### src/rtl/wcp_pkg.sv
package wcp_pkg;

  typedef enum logic [2:0] {
    ST_IDLE   = 3'd0,
    ST_POLL   = 3'd1,
    ST_SETTLE = 3'd2,
    ST_CONF_A = 3'd3,
    ST_CONF_B = 3'd4
  } wcp_state_e;

  typedef enum logic {
    MODE_DATA   = 1'b0,
    MODE_TOGGLE = 1'b1
  } wcp_mode_e;

  localparam int unsigned BYTE_W     = 8;
  localparam int unsigned POLL_BIT   = 7;
  localparam int unsigned TOGGLE_BIT = 6;

endpackage

### src/rtl/wcp_rst_sync.sv
module wcp_rst_sync #(
  parameter int unsigned STAGES = 2
) (
  input  logic clk,
  input  logic rst_n,
  output logic rst_sync_n
);

  logic [STAGES-1:0] chain_q;

  always_ff @(posedge clk or negedge rst_n) begin
    if (!rst_n) begin
      chain_q <= '0;
    end else begin
      chain_q <= {chain_q[STAGES-2:0], 1'b1};
    end
  end

  assign rst_sync_n = chain_q[STAGES-1];

endmodule

### src/rtl/wcp_match_eval.sv
module wcp_match_eval
  import wcp_pkg::*;
(
  input  logic              clk,
  input  logic              rst_n,
  input  wcp_mode_e         mode,
  input  logic [BYTE_W-1:0] exp_byte,
  input  logic [BYTE_W-1:0] rd_byte,
  input  logic              capture,
  input  logic              clr_hist,
  output logic              candidate,
  output logic              full_match
);

  logic prev_bit_q, prev_bit_d;
  logic have_prev_q, have_prev_d;

  always_comb begin
    prev_bit_d  = prev_bit_q;
    have_prev_d = have_prev_q;
    if (clr_hist) begin
      have_prev_d = 1'b0;
    end else if (capture) begin
      prev_bit_d  = rd_byte[TOGGLE_BIT];
      have_prev_d = 1'b1;
    end
  end

  always_ff @(posedge clk or negedge rst_n) begin
    if (!rst_n) begin
      prev_bit_q  <= 1'b0;
      have_prev_q <= 1'b0;
    end else begin
      prev_bit_q  <= prev_bit_d;
      have_prev_q <= have_prev_d;
    end
  end

  always_comb begin
    if (mode == MODE_DATA) begin
      candidate = (rd_byte[POLL_BIT] == exp_byte[POLL_BIT]);
    end else begin
      candidate = have_prev_q && (rd_byte[TOGGLE_BIT] == prev_bit_q);
    end
  end

  assign full_match = (rd_byte == exp_byte);

endmodule

### src/rtl/wcp_settle_timer.sv
module wcp_settle_timer #(
  parameter int unsigned SETTLE_CYC = 50
) (
  input  logic clk,
  input  logic rst_n,
  input  logic load,
  input  logic run,
  output logic expired
);

  generate
    if (SETTLE_CYC == 0) begin : g_none
      assign expired = 1'b1;
    end else begin : g_count
      localparam int unsigned SW = $clog2(SETTLE_CYC + 1);
      localparam logic [SW-1:0] LAST = SW'(SETTLE_CYC - 1);
      logic [SW-1:0] cnt_q, cnt_d;

      always_comb begin
        cnt_d = cnt_q;
        if (load) begin
          cnt_d = '0;
        end else if (run && (cnt_q != LAST)) begin
          cnt_d = cnt_q + 1'b1;
        end
      end

      always_ff @(posedge clk or negedge rst_n) begin
        if (!rst_n) begin
          cnt_q <= '0;
        end else begin
          cnt_q <= cnt_d;
        end
      end

      assign expired = run && (cnt_q == LAST);
    end
  endgenerate

endmodule

### src/rtl/wcp_limit_counter.sv
module wcp_limit_counter #(
  parameter int unsigned LIMIT_W = 16
) (
  input  logic               clk,
  input  logic               rst_n,
  input  logic               load,
  input  logic [LIMIT_W-1:0] limit,
  input  logic               run,
  output logic               hit
);

  logic [LIMIT_W-1:0] lim_q;
  logic [LIMIT_W-1:0] cnt_q, cnt_d;

  always_comb begin
    cnt_d = cnt_q;
    if (load) begin
      cnt_d = '0;
    end else if (run && !hit) begin
      cnt_d = cnt_q + 1'b1;
    end
  end

  always_ff @(posedge clk or negedge rst_n) begin
    if (!rst_n) begin
      cnt_q <= '0;
      lim_q <= '0;
    end else begin
      cnt_q <= cnt_d;
      if (load) begin
        lim_q <= limit;
      end
    end
  end

  assign hit = run && (cnt_q == lim_q);

endmodule

### src/rtl/wcp_poll_ctrl.sv
module wcp_poll_ctrl
  import wcp_pkg::*;
#(
  parameter int unsigned ADDR_W     = 16,
  parameter int unsigned LIMIT_W    = 16,
  parameter int unsigned SETTLE_CYC = 50
) (
  input  logic               clk,
  input  logic               rst_n,
  input  logic               start_i,
  input  logic               mode_i,
  input  logic [ADDR_W-1:0]  addr_i,
  input  logic [7:0]         exp_data_i,
  input  logic [LIMIT_W-1:0] limit_i,
  output logic               rd_req_o,
  output logic [ADDR_W-1:0]  rd_addr_o,
  input  logic               rd_ack_i,
  input  logic [7:0]         rd_data_i,
  output logic               busy_o,
  output logic               done_o,
  output logic               timeout_o
);

  localparam bit SKIP_SETTLE = (SETTLE_CYC == 0);

  logic              rst_sync_n;
  wcp_state_e        state_q, state_d;
  logic [ADDR_W-1:0] addr_q;
  logic [BYTE_W-1:0] exp_q;
  wcp_mode_e         mode_q;
  logic              done_q, done_d;
  logic              to_q, to_d;

  logic busy, accept, poll_ack, conf_ack, complete;
  logic candidate, full_match, clr_hist;
  logic settle_load, settle_run, settle_done, limit_hit;

  wcp_rst_sync #(.STAGES(2)) u_rst (
    .clk        (clk),
    .rst_n      (rst_n),
    .rst_sync_n (rst_sync_n)
  );

  assign busy        = (state_q != ST_IDLE);
  assign accept      = (state_q == ST_IDLE) && start_i;
  assign poll_ack    = (state_q == ST_POLL) && rd_ack_i;
  assign conf_ack    = ((state_q == ST_CONF_A) || (state_q == ST_CONF_B)) && rd_ack_i;
  assign complete    = (state_q == ST_CONF_B) && rd_ack_i && full_match;
  assign clr_hist    = accept || (conf_ack && !full_match);
  assign settle_load = poll_ack && candidate;
  assign settle_run  = (state_q == ST_SETTLE);

  wcp_match_eval u_eval (
    .clk        (clk),
    .rst_n      (rst_sync_n),
    .mode       (mode_q),
    .exp_byte   (exp_q),
    .rd_byte    (rd_data_i),
    .capture    (poll_ack),
    .clr_hist   (clr_hist),
    .candidate  (candidate),
    .full_match (full_match)
  );

  wcp_settle_timer #(.SETTLE_CYC(SETTLE_CYC)) u_settle (
    .clk     (clk),
    .rst_n   (rst_sync_n),
    .load    (settle_load),
    .run     (settle_run),
    .expired (settle_done)
  );

  wcp_limit_counter #(.LIMIT_W(LIMIT_W)) u_limit (
    .clk   (clk),
    .rst_n (rst_sync_n),
    .load  (accept),
    .limit (limit_i),
    .run   (busy),
    .hit   (limit_hit)
  );

  // Next-state process
  always_comb begin
    state_d = state_q;
    done_d  = 1'b0;
    to_d    = 1'b0;
    if (state_q == ST_IDLE) begin
      if (start_i) begin
        state_d = ST_POLL;
      end
    end else if (complete) begin
      state_d = ST_IDLE;
      done_d  = 1'b1;
    end else if (limit_hit) begin
      state_d = ST_IDLE;
      to_d    = 1'b1;
    end else begin
      unique case (state_q)
        ST_POLL: begin
          if (rd_ack_i && candidate) begin
            if (SKIP_SETTLE || (mode_q == MODE_TOGGLE)) begin
              state_d = ST_CONF_A;
            end else begin
              state_d = ST_SETTLE;
            end
          end
        end
        ST_SETTLE: begin
          if (settle_done) begin
            state_d = ST_CONF_A;
          end
        end
        ST_CONF_A: begin
          if (rd_ack_i) begin
            state_d = full_match ? ST_CONF_B : ST_POLL;
          end
        end
        ST_CONF_B: begin
          if (rd_ack_i) begin
            state_d = ST_POLL;
          end
        end
        default: state_d = ST_IDLE;
      endcase
    end
  end

  // Register process
  always_ff @(posedge clk or negedge rst_sync_n) begin
    if (!rst_sync_n) begin
      state_q <= ST_IDLE;
      addr_q  <= '0;
      exp_q   <= '0;
      mode_q  <= MODE_DATA;
      done_q  <= 1'b0;
      to_q    <= 1'b0;
    end else begin
      state_q <= state_d;
      done_q  <= done_d;
      to_q    <= to_d;
      if (accept) begin
        addr_q <= addr_i;
        exp_q  <= exp_data_i;
        mode_q <= wcp_mode_e'(mode_i);
      end
    end
  end

  assign rd_req_o  = (state_q == ST_POLL) || (state_q == ST_CONF_A) || (state_q == ST_CONF_B);
  assign rd_addr_o = addr_q;
  assign busy_o    = busy;
  assign done_o    = done_q;
  assign timeout_o = to_q;

endmodule

### config.mk
export PLATFORM = sky130hd
export DESIGN_NAME = wcp_poll_ctrl
export DESIGN_NICKNAME = d
export VERILOG_FILES = /design/src/rtl/wcp_pkg.sv /design/src/rtl/wcp_rst_sync.sv /design/src/rtl/wcp_match_eval.sv /design/src/rtl/wcp_settle_timer.sv /design/src/rtl/wcp_limit_counter.sv /design/src/rtl/wcp_poll_ctrl.sv
export SDC_FILE = /design/constraint.sdc
export NUM_CORES = 1
export LEC_CHECK = 0
export BUFFER_PORTS_ARGS = -buffer_cell sky130_fd_sc_hd__buf_4
export CAP_MARGIN = 20
export CORE_ASPECT_RATIO = 1.2
export CORE_MARGIN = 1
export CORE_UTILIZATION = 50
export CTS_CLUSTER_DIAMETER = 80
export DETAILED_ROUTE_END_ITERATION = 7
export PLACE_DENSITY = 0.74
export SLEW_MARGIN = 25
export SYNTH_ARGS = -nofsm -noshare
export SYNTH_HDL_FRONTEND = slang
export SYNTH_SLANG_ARGS = --single-unit
export TNS_END_PERCENT = 100
### constraint.sdc
create_clock -name clk -period 4.15 [get_ports clk]
set_input_delay 0.6225 -clock clk [delete_from_list [all_inputs] [get_ports clk]]
set_output_delay 0.6225 -clock clk [all_outputs]
set_load 0.01 [all_outputs]
Yosys cells after proc, flatten, opt, wreduce, memory -nomap -nowiden:

Cells that the tools add are included.
Widths: inputs -> output; s select.

* $add $sub $neg: 2
* eq/ne operators: 15
* muxes and demuxes: 23
* bitwise operators: 1
* reductions and logical operators: 26

Operators by type and width (count)
* $mux 16: 2
* $mux 3: 9
* $add 16x1->16 const B: 1
* $eq 16x16->1: 1
* $ne 5x4->1 const B: 3
* $logic_and 1x1->1: 13
* $mux 6: 2
* $pmux 3 s4: 1
* $mux 1: 9
* $eq 8x8->1: 1
* $add 6x1->6 const B: 1
* $eq 3x2->1 const B: 2
* $eq 6x6->1 const B: 1
* $ne 6x6->1 const B: 1
* $reduce_bool 2->1: 3
* $ne 5x2->1 const B: 1
* $reduce_and 5->1: 1
* $logic_or 1x1->1: 4
* $eq 3x1->1 const B: 1
* $eq 3x3->1 const B: 1
* $logic_not 3->1: 1
* $reduce_bool 3->1: 1
* $eq 1x1->1: 2
* $logic_not 1->1: 2
* 3 further kinds: 3

* register bits after elaboration: 72

Logic depth before layout (Yosys ltp):

Gate-level depths: netlist of run 1.

* word-level depth: 9
* mapped depth: 8
* gate-level depth less buffers: 6

By module:

Synthesis of run 1 repeated with hierarchy kept, for this count alone.

* cells, all modules: 315
* area total of the unflattened synthesis: 3722.3 um^2

Modules (own cells, without submodules)
* wcp_limit_counter: instances 1, cells an instance 149, area an instance 1675.4 um^2, sequential area each 800.8 um^2
* wcp_poll_ctrl: instances 1, cells an instance 102, area an instance 1408.9 um^2, sequential area each 750.7 um^2
* wcp_settle_timer: instances 1, cells an instance 40, area an instance 387.9 um^2, sequential area each 150.1 um^2
* wcp_match_eval: instances 1, cells an instance 21, area an instance 196.4 um^2, sequential area each 50.0 um^2
* wcp_rst_sync: instances 1, cells an instance 3, area an instance 53.8 um^2, sequential area each 50.0 um^2

Worst setup path before layout of run 1:

No wires, ideal clock.

* kind: input to register
* from: input port rd_data_i[6]
* to: register state_q[2]
* data arrival time: 1.766 ns
* required time: 4.073 ns
* path slack: 2.306 ns
* stages on the path: 5
* path through: xor2_1 > nor4_1 > nand2_1 > or3_1 > a21oi_1

* word-level cells in the longest chain between the ends: 7
* elaborated cells on any way between the ends: 17
* classes of those cells: eq/ne: 6; mux: 7; reduce/logical: 4

RTL lines
* from (decl): line wcp_poll_ctrl.sv:18 `input logic [7:0] rd_data_i,`
* $eq 8x8->1: line wcp_match_eval.sv:47 `assign full_match = (rd_byte == exp_byte);`
* $mux 3: line wcp_poll_ctrl.sv:115 `state_d = full_match ? ST_CONF_B : ST_POLL;`
* $mux 3: line wcp_poll_ctrl.sv:114 `if (rd_ack_i) begin`
* $pmux 3 s4: line wcp_poll_ctrl.sv:98 `unique case (state_q)`
* $mux 3: line wcp_poll_ctrl.sv:94 `end else if (limit_hit) begin`
* $mux 3: line wcp_poll_ctrl.sv:91 `end else if (complete) begin`
* $mux 3: line wcp_poll_ctrl.sv:87 `if (state_q == ST_IDLE) begin`
* to (signal assigned): line wcp_poll_ctrl.sv:138 `state_q <= state_d;`
* to (decl): line wcp_poll_ctrl.sv:27 `wcp_state_e state_q, state_d;`

Parallel ways exist; a longest one is shown, timed or not. The select of a mux whose other input is x is not followed.
A chain may end at the register's enable or synchronous reset.

Final worst setup path of run 1:

* from: register state_q[2]
* to: register u_limit.cnt_q[8]

* word-level cells in the longest chain between the ends: 5
* elaborated cells on any way between the ends: 8
* classes of those cells: mux: 1; reduce/logical: 7

RTL lines
* $reduce_bool 3->1: line wcp_poll_ctrl.sv:44 `assign busy = (state_q != ST_IDLE);`
* $logic_and 1x1->1: line wcp_limit_counter.sv:36 `assign hit = run && (cnt_q == lim_q);`
* $logic_not 1->1: line wcp_limit_counter.sv:19 `end else if (run && !hit) begin`
* $logic_and 1x1->1: line wcp_limit_counter.sv:19
* $reduce_bool 2->1 (no line)
* to (signal assigned): line wcp_limit_counter.sv:29 `cnt_q <= cnt_d;`
* to (decl): line wcp_limit_counter.sv:13 `logic [LIMIT_W-1:0] cnt_q, cnt_d;`

Parallel ways exist; a longest one is shown, timed or not.

==> reports/results.tsv, run 1 <==
metric	value	unit
outcome	completed	
ys_types	46	
synth_top_family_by_area	simple AND/OR/NAND/NOR gates	
tightest_slew	936	ps
initial_core_util	51.6	%
yosys.area.top_type_share	51.0	%
synth-simple-area-share	26.6	%
synthAdderAreaFrac	1.06	%
drtAntennaViolNets	0	
area_growth	22.2	%
dieArea	0.00741	mm²
period_needed	2200	ps
crit_chain	nor3_2 -> buf_4 -> inv_1 -> nand4_1 -> or4_1 -> a21oi_1	
final_common_cell	nand2_1	
setup_violations	0	
synth_top_cell_by_area	dfrtp_1	
drt_iter0_markers	125	
final_nets	509	
cts_tree	yes	
wl_met2	3780	µm
dpl.hpwl	5040	µm
synth_flop_cell	dfrtp_1	
ir_worst_vdd	0.347	mV
rows	33	
final_cell_mix	nand2_1 (143), buf_4 (75), dfrtp_1 (71)	
p_leak	0.00218	µW
core-area	0.00685	mm²
avgSynthCellArea	9.08	µm²
synth_xor_area_share	7.44	%
synth_compound_area_share	8.39	%
drive_gt1_share	21.7	%
fp.dieH	94.1	µm
period_share	53.0	%
ctsRootBufferMaster	clkbuf_8	
clockBufferDepth	2	
start_kind	flip-flop	
slew_viol_final	0	
portBuffers	72	
grt_pass1_wl	12100	µm
crit_required	4390	ps
post_cts_buffers	0	
critPathMaxFanout	17	
crit_slowest_cell	dfrtp_1	
met3_length	271	µm
yosys_register_bits	72	
synthMuxAreaShare	1.77	%
cts_resized	0	
place_area	0.00410	mm²
die_width	78.7	µm
fin_skew	11.1	ps
crit_arrival	2440	ps
tns	0	ps
postCtsHoldBufs	0	
routedWlPerCell	13.7	µm
insertion_delay	340	ps
io_pins	73	
top_layer_used	met4	
synthTopCellsByArea	dfrtp_1 (51%), nand2_1 (15%), xor2_1 (6.9%)	
async_reset_ff_share	100	%
drc	0	
cts.sinks	72	
clk_pin_slew	80	ps
hold_path.class	in -> async	
yosys_warnings	0	
wl	7430	µm
rsz0062_at_grt	false	
final_area	0.00432	mm²
grt_max_degree	50	
cts_buffers	9	
power_density	634	mW/mm²
drt_first_pass_iters	4	
vias_per_cell	5.33	
grt_usage	21.2	%
num_vias	2899	
cp_slowest_stage_delay	600	ps
finalWeightedCongestion	0.860	
synthCells	389	
ys_seq_area_share	51.0	%
end_kind	flip-flop	
overflow	0	
grt_pass1_vias	2647	
syn_area	0.00353	mm²
hold_violations	0	
clock.fmax	455	MHz
num_antenna_cells	0	
wl_met1	3290	µm
cts_max_level	3	
antenna_found_initial	0	
cap_violations	0	
slew_headroom	37.6	%
synth_edf_count	0	
syn-num-nets	445	
path_class	reg -> reg	
nFillCells	601	
kinds of logic (layout without fill, tap and decap cells):
kind of cell / after synthesis / after routing
adders and majority gates: 3 / 3
muxes: 6 / 6
and+or+nand+nor: 208 / 208
other: 1 / 1
buffers and inverters: 28 / 96
DFF: 72 / 72
xor gates and xnor gates: 30 / 30
AOI/OAI and AO/OA: 41 / 41
power breakdown:
group | switching [µW] | internal, µW
registers | 230 | 954
clock network | 254 | 351
logic | 510 | 439
total | 994 | 1740
stage by stage:
step	hold WS (ps)	worst slack [ps]	std cells	util, %	power (µW)
floorplan	327	2000	389	-	1810
global placement	334	2020	529	59.8	2110
detailed placement	335	1980	529	59.8	2150
CTS	33.5	1960	544	63.0	2770
global route	37.6	1800	544	63.0	2940
finish	49.1	1950	544	63.0	2740
cell usage after synthesis, types with 4 or more instances:
| library cell | n |
|---|---|
| a21oi_1 | 12 |
| buf_2 | 5 |
| clkbuf_1 | 12 |
| dfrtp_1 | 72 |
| inv_1 | 6 |
| mux2i_1 | 4 |
| nand2_1 | 143 |
| nand2b_1 | 5 |
| nand3_1 | 4 |
| nand4_1 | 10 |
| nor2_1 | 13 |
| nor3_1 | 5 |
| nor4_1 | 6 |
| o21ai_0 | 5 |
| o31ai_1 | 9 |
| or4_1 | 8 |
| xor2_1 | 28 |
metal layers:
layer	global-route usage, %	up-vias
li1	-	1435
met4	9.26	0
met5	0	-
met2	34.9	67
met1	27.7	1387
met3	2.91	10
worst paths after layout:
path / start / slack [ps] / cells after the start / to
worst max-delay path: state_q[2]$_DFFE_PN0P_ / 1950 / 6 / u_limit.cnt_q[8]$_DFFE_PN0P_
worst min-delay path: rst_n / 50 / 1 / u_rst.chain_q[0]$_DFF_PN0_
worst max register to register: state_q[2]$_DFFE_PN0P_ / 1950 / 6 / u_limit.cnt_q[8]$_DFFE_PN0P_
worst min register to register: u_rst.chain_q[0]$_DFF_PN0_ / 350 / 0 / u_rst.chain_q[1]$_DFF_PN0_
max in group asynchronous: u_rst.chain_q[1]$_DFF_PN0_ / 2820 / 1 / u_settle.g_count.cnt_q[1]$_DFFE_PN0P_
min in group clk: u_rst.chain_q[0]$_DFF_PN0_ / 350 / 0 / u_rst.chain_q[1]$_DFF_PN0_
sequential cells by signal (all words and copies together) (netlist names), 2 cells and up:
name and flops:
exp_q 8, u_limit.cnt_q 16, u_settle.g_count.cnt_q 6, rd_addr_o 16, state_q 3, u_rst.chain_q 2
u_limit.lim_q 16
final cells by class:
| type | count | area [µm²] | share of cell area, % |
|---|---|---|---|
| Inverter | 6 | 22.5 | 0.521 |
| Clock buffer | 10 | 138 | 3.19 |
| Multi-Input combinational cell | 289 | 1600 | 37.1 |
| Sequential cell | 72 | 1800 | 41.7 |
| Tap cell | 87 | 109 | 2.52 |
| Timing Repair Buffer | 75 | 563 | 13.0 |
| Clock inverter | 5 | 81.3 | 1.88 |
worst max-delay path: cells and delay by family, from the launching register on:
kind	cells	cell delay (ps)
and+or+nand+nor	3	990
DFF	1	600
buffers and inverters	2	350
AOI/OAI and AO/OA	1	170
(Power assumes the default switching activity.)
==> run 2, diff against run 1 <==
CORE_UTILIZATION = 49   (was 50)
PLACE_DENSITY = 0.75   (was 0.74)
clock period = 1.9 ns   (was 4.15 ns; I/O delays follow)
==> reports/results.tsv, run 2 (synthesized netlist as in run 1, its figures left out) <==
metric	value	unit	change
drive_gt1_share	31.8	%	+10 points
hold_depth	3		
clk_pin_slew	80	ps	about the same
tns	-4.53	ps	-4.53 ps
end_kind	flip-flop		
p_leak	0.00236	µW	+8.5%
nFillCells	522		-13%
final_common_cell	nand2_1		
fin_skew	10.7	ps	-0.443 ps
clock.fmax	525	MHz	+15%
initial_core_util	51.2	%	-0.31 points
portBuffers	72		unchanged
clockBufferDepth	2		unchanged
fp.dieH	95.0	µm	+0.99%
ir_worst_vdd	0.847	mV	+140%
num_vias	3034		+4.7%
outcome	finished, violations left		
rsz0062_at_grt	true		
path_depth	6		unchanged
crit_arrival	2170	ps	-270 ps
finalWeightedCongestion	0.878		+2.1%
cts_buffers	9		unchanged
grt_pass1_vias	2953		+12%
worst_slack	-4.53	ps	-1960 ps
ctsRootBufferMaster	clkbuf_8		
cp.buffers_inverters	1		-1
setup_violations	1		+1
grt_max_degree	41		-18%
routedWlPerCell	14.6	µm	+7.2%
insertion_delay	340	ps	about the same
period_share	100	%	+47 points
crit_required	2170	ps	-2220 ps
placed_cells	556		+5.1%
antenna_found_initial	0		unchanged
cts_tree	yes		
start_kind	flip-flop		
rows	33		unchanged
drt_iter0_markers	197		+58%
path_class	reg -> reg		
wl	8470	µm	+14%
drt_first_pass_iters	4		unchanged
vias_per_cell	5.25		-1.5%
dpl.hpwl	5670	µm	+12%
period_needed	1900	ps	-294 ps
cp_common_cell	nand4_1		
grt_usage	23.7	%	+2.5 points
violations	setup timing		
dpl_worst_slack	-21.2	ps	-2000 ps
power	6500	µW	+140%
drtAntennaViolNets	0		unchanged
r2r_cells	6		unchanged
final_cell_mix	nand2_1 (143), buf_4 (101), dfrtp_1 (69)		
cp_slowest_stage_delay	530	ps	-70 ps
num_antenna_cells	0		unchanged
area_growth	34.8	%	
crit_chain	buf_6 -> nand4_1 -> nor2_1 -> nand4_1 -> or4_4 -> a21oi_2		
slew_viol_final	0		unchanged
io_pins	73		unchanged
critPathMaxFanout	4		-13
grt_pass1_wl	13700	µm	+13%
crit_slowest_cell	or4_4		
core-area	0.00690	mm²	+0.60%
crit_family	simple AND/OR/NAND/NOR gates		
cts.sinks	72		unchanged
hold_path.class	in -> reg		
drc	0		unchanged
final_nets	542		+6.5%
die_width	79.5	µm	+0.99%
final_cells	578		+6.3%
power_density	1360	mW/mm²	+120%
cap_violations	0		unchanged
dieArea	0.00756	mm²	+2.0%
overflow	0		unchanged
hold_violations	0		unchanged
cts_max_level	3		unchanged
run 2: cell types whose count changed in the layout (fill, tap and decap cells not counted), moves of 3 or more:
cell and delta:
or4_1 -3, a21oi_2 +6, or4_4 +3, xor2_1 -9, buf_4 +26, buf_6 +3, nor4_1 -4, a21oi_1 -6
xor2_2 +9
run 2: power breakdown:
group	switching, µW	internal, µW
logic	1380	1230
registers	464	2090
clock network	598	741
total	2440	4050
run 2: final timing paths:
| path | startpoint | to | slack [ps] |
|---|---|---|---|
| max | u_limit.cnt_q[6]$_DFFE_PN0P_ | u_limit.cnt_q[12]$_DFFE_PN0P_ | -5 |
| min | mode_i | mode_q$_DFFE_PN0P_ | 130 |
| max reg2reg | u_limit.cnt_q[6]$_DFFE_PN0P_ | u_limit.cnt_q[12]$_DFFE_PN0P_ | -5 |
| min reg2reg | u_rst.chain_q[1]$_DFF_PN0_ | rd_addr_o[7]$_DFFE_PN0P_ | 300 |
| max in group asynchronous | u_rst.chain_q[1]$_DFF_PN0_ | u_limit.cnt_q[4]$_DFFE_PN0P_ | 1220 |
| min in group asynchronous | rst_n | u_rst.chain_q[1]$_DFF_PN0_ | 260 |
run 2: metal layers:
metal  vias up  GRT usage, %  part of all wire (%)  routed length, µm
met5         -             0                     0                  0
met4         0          11.5                   1.9                159
met1      1460          30.9                    42               3550
li1       1496             -                     -                  -
met3        12          3.16                   3.0                253
met2        66          38.9                    53               4500
run 2: repair_timing:
item,in CTS,in global routing
gates resized for setup,2,30
setup buffers,0,4
setup endpoints to repair,4,15
cloned,0,1
hold endpoints to repair,2,0
pin swaps,0,16
hold buffers,1,0
run 2: per-stage QoR:
stage | hold WS, ps | utilization (%) | area (µm²)
6_report | 128 | 69.1 | 4760
5_1_grt | 122 | 69.1 | 4760
4_1_cts | 112 | 66.3 | 4570
3_5_place_dp | 69.5 | 62.7 | 4330
3_3_place_gp | 68.9 | 62.7 | 4330
2_1_floorplan | -10.6 | - | 3530
run 2: final cells by class:
cell class / count / area (µm²) / area share [%]
flip-flops and latches: 72 / 1810 / 37.9
multi-input cells: 290 / 1760 / 37.0
repair buffers: 107 / 842 / 17.7
clock buffers: 9 / 124 / 2.60
well taps: 87 / 109 / 2.29
clock inverters: 7 / 96.3 / 2.02
inverters: 6 / 22.5 / 0.473
run 2: worst reg2reg max path: stages (launching register included):
cell	delay [ps]
dfrtp_1	390
buf_6	120
nand4_1	180
nor2_1	280
nand4_1	210
or4_4	530
a21oi_2	130
==> run 3, diff against run 2 <==
ABC_AREA = 1   (was not set)
CORE_UTILIZATION = 50   (was 49)
PLACE_DENSITY = 0.76   (was 0.75)
==> reports/results.tsv, run 3 <==
metric	value	unit	change
outcome	completed		
postCtsHoldBufs	1		unchanged
drive_gt1_share	22.2	%	-9.6 points
final_common_cell	nand2_1		
dieArea	0.00777	mm²	+2.8%
cts.sinks	72		unchanged
slew_viol_final	0		unchanged
power	6690	µW	+3.0%
power_density	1450	mW/mm²	+6.4%
grt_pass1_wl	14500	µm	+6.1%
insertion_delay	350	ps	about the same
yosys_warnings	0		unchanged
clk_pin_slew	80	ps	about the same
yosys.area.top_type_share	48.6	%	-2.4 points
initial_core_util	51.3	%	about the same
slew_headroom	57.5	%	
final_cell_mix	nand2_1 (195), buf_4 (79), dfrtp_1 (71)		
r2r_start	u_limit.cnt_q[3]$_DFFE_PN0P_		
ys_top_cells_by_count	nand2_1 (195), dfrtp_1 (72), inv_1 (47), nor2_1 (32), o21ai_0 (30)		
post_cts_buffers	0		unchanged
hold_path.class	in -> reg		
crit_required	1620	ps	-550 ps
num_vias	3342		+10%
yosys_register_bits	72		unchanged
antenna_found_initial	0		unchanged
fp.dieH	96.3	µm	+1.4%
drt_iter0_markers	190		-3.6%
seq_area	0.00180	mm²	-0.14%
crit_path_end	busy_o		
avgSynthCellArea	7.60	µm²	-16%
cts_tree	yes		
hold_violations	0		unchanged
cts_resized	0		-2
period_share	89.9	%	-10 points
portBuffers	72		unchanged
tns	0	ps	+4.53 ps
overflow	0		unchanged
dpl.hpwl	6050	µm	+6.8%
drc	0		unchanged
vias_per_cell	5.04		-4.0%
drtAntennaViolNets	0		unchanged
clock.fmax	585	MHz	+11%
rr_endpoint	u_limit.cnt_q[12]$_DFFE_PN0P_		
grt_pass1_vias	3301		+12%
routedWlPerCell	12.7	µm	-13%
fin_skew	9.66	ps	-1.03 ps
cts_max_level	3		unchanged
crit_arrival	1420	ps	-750 ps
setup_violations	0		-1
ys_seq_area_share	48.6	%	-2.4 points
synth_flop_cell	dfrtp_1		
path_class	reg -> out		
end_kind	output pin		
r2r_cells	9		+3
period_needed	1710	ps	-196 ps
synth_top_cell_by_area	dfrtp_1		
num_antenna_cells	0		unchanged
p_leak	0.00239	µW	+0.94%
grt_usage	24.8	%	+1.1 points
syn_area	0.00371	mm²	+5.0%
r2r_slack	210	ps	+210 ps
cap_violations	0		unchanged
ir_worst_vdd	0.818	mV	-3.4%
start_kind	flip-flop		
synthTopCellsByArea	dfrtp_1 (49%), nand2_1 (20%), inv_1 (4.8%)		
utilization	63.7	%	-5.3 points
area_growth	24.3	%	
grt_max_degree	33		-20%
drt_first_pass_iters	5		+1
io_pins	73		unchanged
die_width	80.6	µm	+1.4%
clockBufferDepth	2		unchanged
cts_buffers	9		unchanged
core-area	0.00723	mm²	+4.9%
ctsRootBufferMaster	clkbuf_8		
synth_most_common_cell	nand2_1		
synth_edf_count	0		unchanged
ys_types	28		-39%
wl	8410	µm	-0.65%
syn-num-nets	544		+22%
finalWeightedCongestion	0.930		+6.0%
rows	34		+3.0%
nFillCells	633		+21%
async_reset_ff_share	100	%	unchanged
multi_input_area	0.00162	mm²	-8.1%
critPathMaxFanout	4		unchanged
final_nets	624		+15%
rsz0062_at_grt	false		
tightest_slew	638	ps	
cp-startpoint	state_q[1]$_DFFE_PN0P_		
synthCells	488		+25%
[run 3: cell types whose count changed in the layout (fill, tap and decap cells not counted), sizes merged, moves of 4 or more]
cell and delta:
mux2i -4, o31ai -9, nand3 +23, nand2 +57
inv +49, nand2b -5, o21ai +38, xor2 -23
buf -26, nor2 +24, nor4 -6, or4 -8
xnor2 +5
[run 3: area by class of cell]
class | instances | area share (%)
Clock buffer | 9 | 2.69
Multi-Input combinational cell | 349 | 35.2
Tap cell | 90 | 2.44
Inverter | 55 | 4.48
Clock inverter | 7 | 2.61
Timing Repair Buffer | 81 | 13.5
Sequential cell | 72 | 39.1
[run 3: how the worst min path moves through the flow]
stage | from | to | slack, ps | depth (start not counted)
floorplan | rst_n | u_rst.chain_q[0]$_DFF_PN0_ | -10 | 0
global placement | rst_n | u_rst.chain_q[0]$_DFF_PN0_ | 70 | 1
detailed placement | rst_n | u_rst.chain_q[0]$_DFF_PN0_ | 70 | 1
CTS | exp_data_i[3] | exp_q[3]$_DFFE_PN0P_ | 110 | 3
global route | exp_data_i[6] | exp_q[6]$_DFFE_PN0P_ | 120 | 3
finish | exp_data_i[3] | exp_q[3]$_DFFE_PN0P_ | 120 | 3
[run 3: cell families after synthesis]
| group | after synthesis | synth area share (%) |
|---|---|---|
| and+or+nand+nor | 279 | 31.2 |
| xor gates and xnor gates | 12 | 2.83 |
| AOI/OAI and AO/OA | 54 | 8.57 |
| buffers and inverters | 67 | 7.73 |
| DFF | 72 | 48.6 |
| adders and majority gates | 3 | 1.01 |
| other | 1 | 0.101 |
[run 3: where the power goes]
part	switching [µW]	total, µW	internal, µW	leakage [µW]
clock network	602	1480	874	0.000119
logic	1630	2710	1080	0.00135
registers	400	2510	2110	0.000919
[run 3: stage by stage]
step	cells	hold WS [ps]	instance area [µm²]	setup slack [ps]
final	663	122	4610	191
after CTS	663	110	4610	178
after global placement	646	70.4	4360	305
after detailed placement	646	70.7	4360	262
after floorplan	488	-10.6	3710	487
after global routing	663	119	4610	69.4
[run 3: critical path, stage by stage (launching register included)]
cell and delay [ps]:
dfrtp_1 420, nor2_1 150, inv_1 80, nor2_4 140
inv_1 130, buf_4 170
[run 3: per-layer routing]
| layer | wire length [µm] | global-route usage, % | share of wire (%) |
|---|---|---|---|
| met1 | 3600 | 29.7 | 43 |
| met5 | 0 | 0 | 0 |
| met2 | 4270 | 42.6 | 51 |
| met3 | 339 | 4.27 | 4.0 |
| met4 | 208 | 12.4 | 2.5 |
